--- src/rtl/bgate_bank.sv ---
module bgate_bank #(
  parameter int NUM_GATES = 48,
  parameter int NUM_CH    = 16,
  localparam int GID_W = $clog2(NUM_GATES),
  localparam int ID_W  = GID_W + 1,
  localparam int CH_W  = $clog2(NUM_CH)
) (
  input  logic             clk,
  input  logic             rst_n,
  input  logic             cfg_we,
  input  logic [GID_W-1:0] cfg_gate,
  input  logic             cfg_en,
  input  logic [ID_W-1:0]  cfg_src0,
  input  logic [ID_W-1:0]  cfg_src1,
  input  logic [ID_W-1:0]  cfg_dst0,
  input  logic [ID_W-1:0]  cfg_dst1,
  input  logic             cfg_dv0,
  input  logic             cfg_dv1,
  input  logic             arm_valid,
  input  logic [CH_W-1:0]  arm_ch,
  input  logic             rx_valid,
  input  logic [GID_W-1:0] rx_gate,
  input  logic [GID_W-1:0] rx_src,
  output logic             tx_valid,
  output logic [GID_W-1:0] tx_gate,
  output logic [GID_W-1:0] tx_src,
  output logic [NUM_CH-1:0] ch_done,
  output logic             irq,
  output logic             err
);
  localparam int NREQ = 2 * NUM_GATES;
  localparam int RQ_W = $clog2(NREQ);

  logic [NUM_GATES-1:0] en_q, dv0_q, dv1_q, f0_q, f1_q, p0_q, p1_q;
  logic [ID_W-1:0] s0_q [NUM_GATES];
  logic [ID_W-1:0] s1_q [NUM_GATES];
  logic [ID_W-1:0] d0_q [NUM_GATES];
  logic [ID_W-1:0] d1_q [NUM_GATES];

  logic             iv_q;
  logic [GID_W-1:0] ig_q, is_q;
  logic [RQ_W-1:0]  ptr_q;

  logic [NUM_GATES-1:0] fire_v, bad_v, nf0, nf1, np0, np1;
  logic [NUM_CH-1:0]    done_n;
  logic [NREQ-1:0]      req;
  logic                 gnt_any;
  logic [RQ_W-1:0]      gnt_idx;
  logic [GID_W-1:0]     gsel;
  logic [ID_W-1:0]      gdst;

  wire [ID_W-1:0] rx_tag = {1'b1, rx_src};
  wire [ID_W-1:0] in_tag = {1'b0, is_q};

  for (genvar g = 0; g < NUM_GATES; g++) begin : g_gate
    localparam bit IS_CH = (g < NUM_CH);
    logic rx_h, in_h, arm_h, m0, m1, ok_rx, ok_in, a0, a1, n0, n1, wr, gn0, gn1;

    assign rx_h = rx_valid && rx_gate == GID_W'(g);
    assign in_h = iv_q && ig_q == GID_W'(g);
    if (IS_CH) begin : g_arm
      assign arm_h = arm_valid && arm_ch == CH_W'(g);
      assign done_n[g] = arm_h ? fire_v[g] : (ch_done[g] | fire_v[g]);
    end else begin : g_noarm
      assign arm_h = 1'b0;
    end

    assign m0 = IS_CH ? arm_h
                      : ((rx_h && rx_tag == s0_q[g]) || (in_h && in_tag == s0_q[g]));
    assign m1 = (rx_h && rx_tag == s1_q[g]) || (in_h && in_tag == s1_q[g]);
    assign ok_rx = (rx_tag == s1_q[g]) || (!IS_CH && rx_tag == s0_q[g]);
    assign ok_in = (in_tag == s1_q[g]) || (!IS_CH && in_tag == s0_q[g]);
    assign bad_v[g] = en_q[g] ? ((rx_h && !ok_rx) || (in_h && !ok_in))
                              : (rx_h || in_h || arm_h);

    assign a0 = en_q[g] && m0;
    assign a1 = en_q[g] && m1;
    assign n0 = f0_q[g] || a0;
    assign n1 = f1_q[g] || a1;
    assign fire_v[g] = en_q[g] && n0 && n1;
    assign wr = cfg_we && cfg_gate == GID_W'(g);

    assign gn0 = gnt_any && gnt_idx == RQ_W'(2 * g);
    assign gn1 = gnt_any && gnt_idx == RQ_W'(2 * g + 1);
    assign nf0[g] = !wr && !fire_v[g] && n0;
    assign nf1[g] = !wr && !fire_v[g] && n1;
    assign np0[g] = !wr && ((p0_q[g] && !gn0) || ((IS_CH ? a0 : fire_v[g]) && dv0_q[g]));
    assign np1[g] = !wr && ((p1_q[g] && !gn1) || (fire_v[g] && dv1_q[g]));

    assign req[2*g]   = p0_q[g];
    assign req[2*g+1] = p1_q[g];
  end

  always_comb begin
    int j;
    gnt_any = 1'b0;
    gnt_idx = '0;
    for (int i = NREQ; i >= 1; i--) begin
      j = int'(ptr_q) + i;
      if (j >= NREQ) j = j - NREQ;
      if (req[j]) begin
        gnt_any = 1'b1;
        gnt_idx = RQ_W'(j);
      end
    end
  end

  assign gsel = gnt_idx[RQ_W-1:1];
  assign gdst = gnt_idx[0] ? d1_q[gsel] : d0_q[gsel];
  assign irq  = |ch_done;

  always_ff @(posedge clk) begin
    if (cfg_we) begin
      s0_q[cfg_gate] <= cfg_src0;
      s1_q[cfg_gate] <= cfg_src1;
      d0_q[cfg_gate] <= cfg_dst0;
      d1_q[cfg_gate] <= cfg_dst1;
    end
  end

  always_ff @(posedge clk) begin
    if (!rst_n) begin
      en_q <= '0; dv0_q <= '0; dv1_q <= '0;
      f0_q <= '0; f1_q <= '0; p0_q <= '0; p1_q <= '0;
      iv_q <= 1'b0; ig_q <= '0; is_q <= '0; ptr_q <= '0;
      tx_valid <= 1'b0; tx_gate <= '0; tx_src <= '0;
      ch_done <= '0; err <= 1'b0;
    end else begin
      if (cfg_we) begin
        en_q[cfg_gate]  <= cfg_en;
        dv0_q[cfg_gate] <= cfg_dv0;
        dv1_q[cfg_gate] <= cfg_dv1;
      end
      f0_q <= nf0; f1_q <= nf1;
      p0_q <= np0; p1_q <= np1;
      if (gnt_any) ptr_q <= gnt_idx;
      iv_q     <= gnt_any && !gdst[GID_W];
      ig_q     <= gdst[GID_W-1:0];
      is_q     <= gsel;
      tx_valid <= gnt_any && gdst[GID_W];
      tx_gate  <= gdst[GID_W-1:0];
      tx_src   <= gsel;
      ch_done  <= done_n;
      err <= err || (|bad_v) || (iv_q && int'(ig_q) >= NUM_GATES)
                 || (rx_valid && int'(rx_gate) >= NUM_GATES)
                 || (arm_valid && int'(arm_ch) >= NUM_CH);
    end
  end
endmodule

--- config.mk ---
export PLATFORM = sky130hd
export DESIGN_NAME = bgate_bank
export DESIGN_NICKNAME = d
export VERILOG_FILES = /design/src/rtl/bgate_bank.sv
export SDC_FILE = /design/constraint.sdc
export NUM_CORES = 2
export LEC_CHECK = 0
export BUFFER_PORTS_ARGS = -buffer_cell sky130_fd_sc_hd__buf_2
export CORE_UTILIZATION = 41
export DETAILED_ROUTE_END_ITERATION = 7
export GPL_TIMING_DRIVEN = 0
export PLACE_DENSITY_LB_ADDON = 0.3
export SYNTH_ARGS = -nofsm -noshare
export SYNTH_HDL_FRONTEND = slang
export SYNTH_SLANG_ARGS = --single-unit
--- constraint.sdc ---
create_clock -name clk -period 8.05 [get_ports clk]
set_input_delay 1.61 -clock clk [delete_from_list [all_inputs] [get_ports clk]]
set_output_delay 1.61 -clock clk [all_outputs]
set_load 0.01 [all_outputs]
# Word level (Yosys, flattened, before mapping)
# Memories as Yosys holds them, arrays and structs flattened.
# Cells that the tools add are included.
# word_totals
register_bits	374
latchBits	0
ram_bits	1344
rom_bits	0
input_bits	58
output_inout_bits	31
elab_cells	3369
mem_count	4
# op_classes
addsub	192
n_mul	0
div_mod_pow	0
order_cmp	196
n_eq_ne	411
shifts	0
n_mux	648
n_bitwise	16
n_reduce_logical	1888
# mem_list
memory	depth	word_bits	read_ports	rd_ports_with_merged_regs	write_ports	line_no	text
d0_q	48	7	1	0	1	37	logic [ID_W-1:0] d0_q [NUM_GATES];
d1_q	48	7	1	0	1	38	logic [ID_W-1:0] d1_q [NUM_GATES];
s0_q	48	7	32	0	1	35	logic [ID_W-1:0] s0_q [NUM_GATES];
s1_q	48	7	48	0	1	36	logic [ID_W-1:0] s1_q [NUM_GATES];
# ops
operator	n
$lt 32x9->1 const B	96
$mux 32	96
$logic_and 1x1->1	1141
$sub 8x7->9 const B	96
$ge 8x7->1 const B	96
$mux 7	97
$bmux 1 s7	96
$eq 6x7->1	80
$eq 7x7->1	80
$logic_or 1x1->1	451
$mux 1	355
$logic_not 1->1	289
$eq 6x5->1 const B	48
$eq 6x6->1 const B	48
$add 7x7->8 const B	33
$add 7x6->8 const B	32
$eq 7x6->1 const B	32
$eq 7x7->1 const B	32
$bwmux 48	3
$eq 6x4->1 const B	24
$add 7x5->8 const B	16
$eq 7x5->1 const B	16
$eq 6x3->1 const B	12
$add 7x4->8 const B	8
other kinds (23)	74

# Logic depth before layout (Yosys ltp)
# depth
word_depth	108
depth_mapped	43
depth_no_buf	26

# Worst setup path before layout
# No wires, ideal clock.
# synth_path
path_type	register to register
start	register ptr_q[1]
end	register ig_q[2]
setup_time_ns	0.126
arrival_ns	8.201
t_required_ns	7.924
slack_ns	-0.276
path_stages_with_launch	43
n_path_buf	17
synth_period_minus_slack_ns	8.326
cell_sequence	dfxtp_1 buf_2 buf_6 buf_6 buf_6 buf_6 buf_6 buf_6 clkbuf_1 inv_1 clkbuf_1 clkbuf_1 ha_1 nor2b_1 clkbuf_1 o21ai_1 xnor2_1 inv_1 (+7 left out) clkbuf_1 nand3_1 o211ai_1 a32oi_1 a2111oi_0 or4b_4 a21boi_4 or2_1 buf_4 buf_6 buf_4 buf_4 mux2i_1 mux2i_1 mux2i_1 mux2i_1 o21ai_0 o211ai_2
# synth_between
elab_chain_cells	104
word_cells_on_any_way	771
classes_between	add/sub: 192; order compare: 96; mux: 481; memory: 2
# synth_lines
item	line_no	text
start, declared	42	logic [RQ_W-1:0] ptr_q;
start signal, assigned	136	if (gnt_any) ptr_q <= gnt_idx;
$add 7x7->8	99	j = int'(ptr_q) + i;
$sub 8x7->9 or $ge 8x7->1 (tied branches)	100	if (j >= NREQ) j = j - NREQ;
$mux 32	100	
$bmux 1 s7	101	if (req[j]) begin
$mux 1 (implied by the code) (2 in series)	101	
$mux 7 (95 in series)	101	
$mux 7 (*)	101	
$mem_v2 48x7 (on tied branches)	n/a	
$mux 7 (*)	109	assign gdst = gnt_idx[0] ? d1_q[gsel] : d0_q[gsel];
end signal, assigned	138	ig_q <= gdst[GID_W-1:0];
end, declared	41	logic [GID_W-1:0] ig_q, is_q;
# Mark *: on every way between the ends. The rest lies on a longest branch, timed or not. The select of a mux whose other input is x is not followed.
# A chain may end at the register's enable or synchronous reset.

# Final worst setup path
# layout_path
start	register ptr_q[5]
end	register ig_q[4]
# Same word-level chain as after synthesis.

==> flow_metrics.env <==
export IMPL_min_to="p0_q[20]$_SDFF_PN0_"
export IMPL_die_area_mm2=0.2546
export IMPL_htreeDepth=4
export IMPL_layout_min_cycle_time_ns=8.586
export IMPL_critPathKind="reg -> reg"
export IMPL_die_x_um=504.5
export IMPL_hold_viol=0
export IMPL_rsz0062_at_grt="yes"
export IMPL_drtIter0Drc=16796
export IMPL_grt_pass1_vias=96783
export IMPL_use_met3_pct=19.24
export IMPL_ys_seq_area_share_pct=42.96
export IMPL_fin_nets=11367
export IMPL_grt_usage_pct=50.94
export IMPL_ys_flop_type="edfxtp_1"
export IMPL_cts_sinks=1606
export IMPL_initial_utilization_pct=41.22
export IMPL_final_cell_mix="edfxtp_1, nand2_1, a21oi_1"
export IMPL_synth_edff_count=1232
export IMPL_multi_input_area_mm2=0.06232
export IMPL_clk_path_buf_depth=3
export IMPL_syn_area_per_cell_um2=9.958
export IMPL_clk_pin_slew_ns=0.07
export IMPL_met1_usage_pct=55.87
export IMPL_root_buffer="clkbuf_16"
export IMPL_synth_fp_nets=10578
export IMPL_synthArstFlopShare_pct=0
export IMPL_status="finished, violations left"
export IMPL_fmax_mhz=116.5
export IMPL_start_kind="flip-flop"
export IMPL_first_pass_iters=8
export IMPL_grt_max_degree=49
export IMPL_holdPathStages=2
export IMPL_mostFrequentLayoutCell="edfxtp_1"
export IMPL_syn_area_mm2=0.1035
export IMPL_insertion_delay_ns=0.83
export IMPL_drtAntennaViolNets=0
export IMPL_antenna_found_initial=63
export IMPL_grt_pass1_wl_um=877000
export IMPL_fin_crit_sh_pct=106.7
export IMPL_drv_slew=292
export IMPL_cts_buffers=146
export IMPL_hp_start="dv0_q[20]$_SDFFE_PN0P_"
export IMPL_setup_viol=103
export IMPL_rr_endpoint="ig_q[4]$_SDFF_PN0_"
export IMPL_wl_per_cell_um=45.26
export IMPL_worstRegToRegCells=26
export IMPL_synth_top_area_cell="edfxtp_1"
export IMPL_fp_coreArea_mm2=0.2512
export IMPL_via_per_inst=7.105
export IMPL_met2_usage_pct=73.50
export IMPL_io_buffers=75
export IMPL_dp_hpwl_um=492700
export IMPL_drc=102
export IMPL_drv_cap=18
export IMPL_synth_top_cell_area_share_pct=35.73
export IMPL_crit_fanout=15
export IMPL_synth_warnings=0
export IMPL_fillerInstances=22581
export IMPL_die_h_um=504.5
export IMPL_setup_ws_ns=-0.5356
export IMPL_worstMarginPinSlew_ns=1.619
export IMPL_gp_congestion=1.198
export IMPL_violations="DRC, capacitance limit, slew limit, setup timing"
export IMPL_synth_seq_cells=1606
export IMPL_hold_path_class="reg -> reg"
export IMPL_required_ns=8.72
export IMPL_finalClockSkew_ns=0.06725
export IMPL_rows=184
export IMPL_gr_max_usage_layer="met2"
export IMPL_relSlewSlack_pct=-7.937
export IMPL_drt_total_wl_um=665800
export IMPL_grt_ovfl_total=0
export IMPL_ff_latch_area_mm2=0.04451
export IMPL_netlist_instances=10398
export IMPL_r2r_slack_ns=-0.54
export IMPL_ys_top_cells_by_area="edfxtp_1, dfxtp_1, xnor2_1, mux2i_1, nand2_1"
export IMPL_via_count=104516
export IMPL_r2r_start="ptr_q[5]$_SDFFE_PN0P_"
export IMPL_drive_gt1_share_pct=24.25
export IMPL_critPathCaptureType="flip-flop"
export IMPL_syn2layout_area_growth_pct=24.72
export IMPL_cp_arrival_ns=9.25
export IMPL_tritoncts="built"
export IMPL_final_util_pct=51.41
export IMPL_ios=89
export IMPL_ys_types=121
-- critical path, cell delays in order, from the launching register on --
cell	delay, ns
dfxtp_4	0.46
clkinv_8	0.12
buf_12	0.20
buf_12	0.24
clkbuf_16	0.27
ha_1	0.25
nand2_1	0.68
o21ai_1	0.72
a21oi_1	0.12
o22ai_2	1.15
mux2i_2	0.41
and2_2	0.41
nor3b_4	0.22
o21ai_2	0.10
a2111oi_4	0.38
a211oi_2	0.13
a221o_1	0.40
buf_6	0.17
or2_4	0.25
buf_12	0.16
nor2_4	0.16
buf_12	0.16
buf_12	0.15
a31oi_2	0.12
a311oi_2	0.45
a211oi_4	0.11
a211o_1	0.30
-- cells by family (layout without fill, tap and decap cells) --
group	after synthesis	count (layout)	synth area share, %
AND/OR/NAND/NOR	3389	3389	16.04
AO/OA/AOI/OAI	2497	2497	15.95
flip-flops	1606	1606	42.96
XOR/XNOR	1108	1108	9.483
buffers and inverters	864	1766	3.779
multiplexers	812	812	10.31
adder cells (fa/ha/maj)	122	122	1.474
other	0	63	0
-- synthesized netlist by cell type (all sizes together) (42+ instances only) --
cell,number
mux2i,462
ha,122
a31oi,97
a32oi,55
a211oi,95
o221ai,45
and2,86
nor2,519
o22ai,153
xor2,493
o2111ai,43
nand4,208
or3,57
nand3,334
a21o,65
edfxtp,1232
a2111oi,53
a311oi,42
o21ai,467
o21a,53
nor3,285
nand2,1223
buf,316
a221oi,48
or2,66
clkbuf,364
dfxtp,374
nor4,173
inv,177
nand2b,74
mux2,163
a21oi,752
mux4,187
xnor2,611
or4,89
and3,51
nor3b,45
nor2b,54
o211ai,83
-- flip-flops by register name, summed over array words and instances, names as in the netlist, 6 cells and up --
signal,flops
ig_q,6
p0_q,48
f1_q,48
f0_q,48
s0_q,224
dv0_q,48
p1_q,48
dv1_q,48
d0_q,336
ch_done,16
ptr_q,7
is_q,6
en_q,48
s1_q,336
d1_q,336
-- how the worst max path moves through the flow --
| stage | slack [ns] | depth (start not counted) | start | to |
|---|---|---|---|---|
| 6_report | -0.54 | 26 | ptr_q[5]$_SDFFE_PN0P_ | ig_q[4]$_SDFF_PN0_ |
| 3_5_place_dp | -7.17 | 32 | ptr_q[0]$_SDFFE_PN0P_ | p0_q[24]$_SDFF_PN0_ |
| 4_1_cts | -0.29 | 37 | ptr_q[1]$_SDFFE_PN0P_ | ig_q[4]$_SDFF_PN0_ |
| 3_3_place_gp | -9.76 | 26 | ptr_q[2]$_SDFFE_PN0P_ | p0_q[24]$_SDFF_PN0_ |
| 2_1_floorplan | 0.07 | 39 | ptr_q[0]$_SDFFE_PN0P_ | ig_q[2]$_SDFF_PN0_ |
| 5_1_grt | -0.43 | 27 | ptr_q[1]$_SDFFE_PN0P_ | ig_q[4]$_SDFF_PN0_ |
-- final cells by class --
| type | count | area share (%) |
|---|---|---|
| repair buffers | 699 | 5.451 |
| inverters | 184 | 0.6249 |
| clock inverters | 69 | 0.6017 |
| clock buffers | 192 | 3.066 |
| plain buffers | 622 | 4.168 |
| flip-flops and latches | 1606 | 34.46 |
| diodes | 63 | 0.1221 |
| well taps | 3348 | 3.244 |
| multi-input cells | 7928 | 48.26 |
-- layer usage --
metal | routed length (um) | vias up
li1 | - | 41007
met1 | 217900 | 51414
met2 | 273800 | 8986
met3 | 86000 | 3079
met4 | 87820 | 30
met5 | 337 | -
-- per-stage QoR --
step | area (um2) | hold WS (ns) | cells | setup slack [ns] | TNS [ns]
2_1_floorplan | 103600 | 0.4285 | 10398 | 0.06610 | 0
3_5_place_dp | 110100 | 0.4465 | 13920 | -7.175 | -731.01
6_report | 129100 | 0.4321 | 14711 | -0.5356 | -20.18
3_3_place_gp | 108100 | 0.4394 | 13821 | -9.755 | -1042.98
4_1_cts | 125700 | 0.4300 | 14509 | -0.2855 | -1.728
5_1_grt | 129000 | 0.4478 | 14671 | -0.4271 | -25.59
-- repair_timing --
item                                     CTS  global route
cloned                                     8             3
pin swaps                                222           152
buffers inserted                         360           155
hold buffers                               0             0
endpoints found under the setup margin   117           116
resized for setup                       1756           499
Power is left out: the tool's default activity adds up to more than one toggle a clock period on the data nets, which glitch-free logic cannot reach.
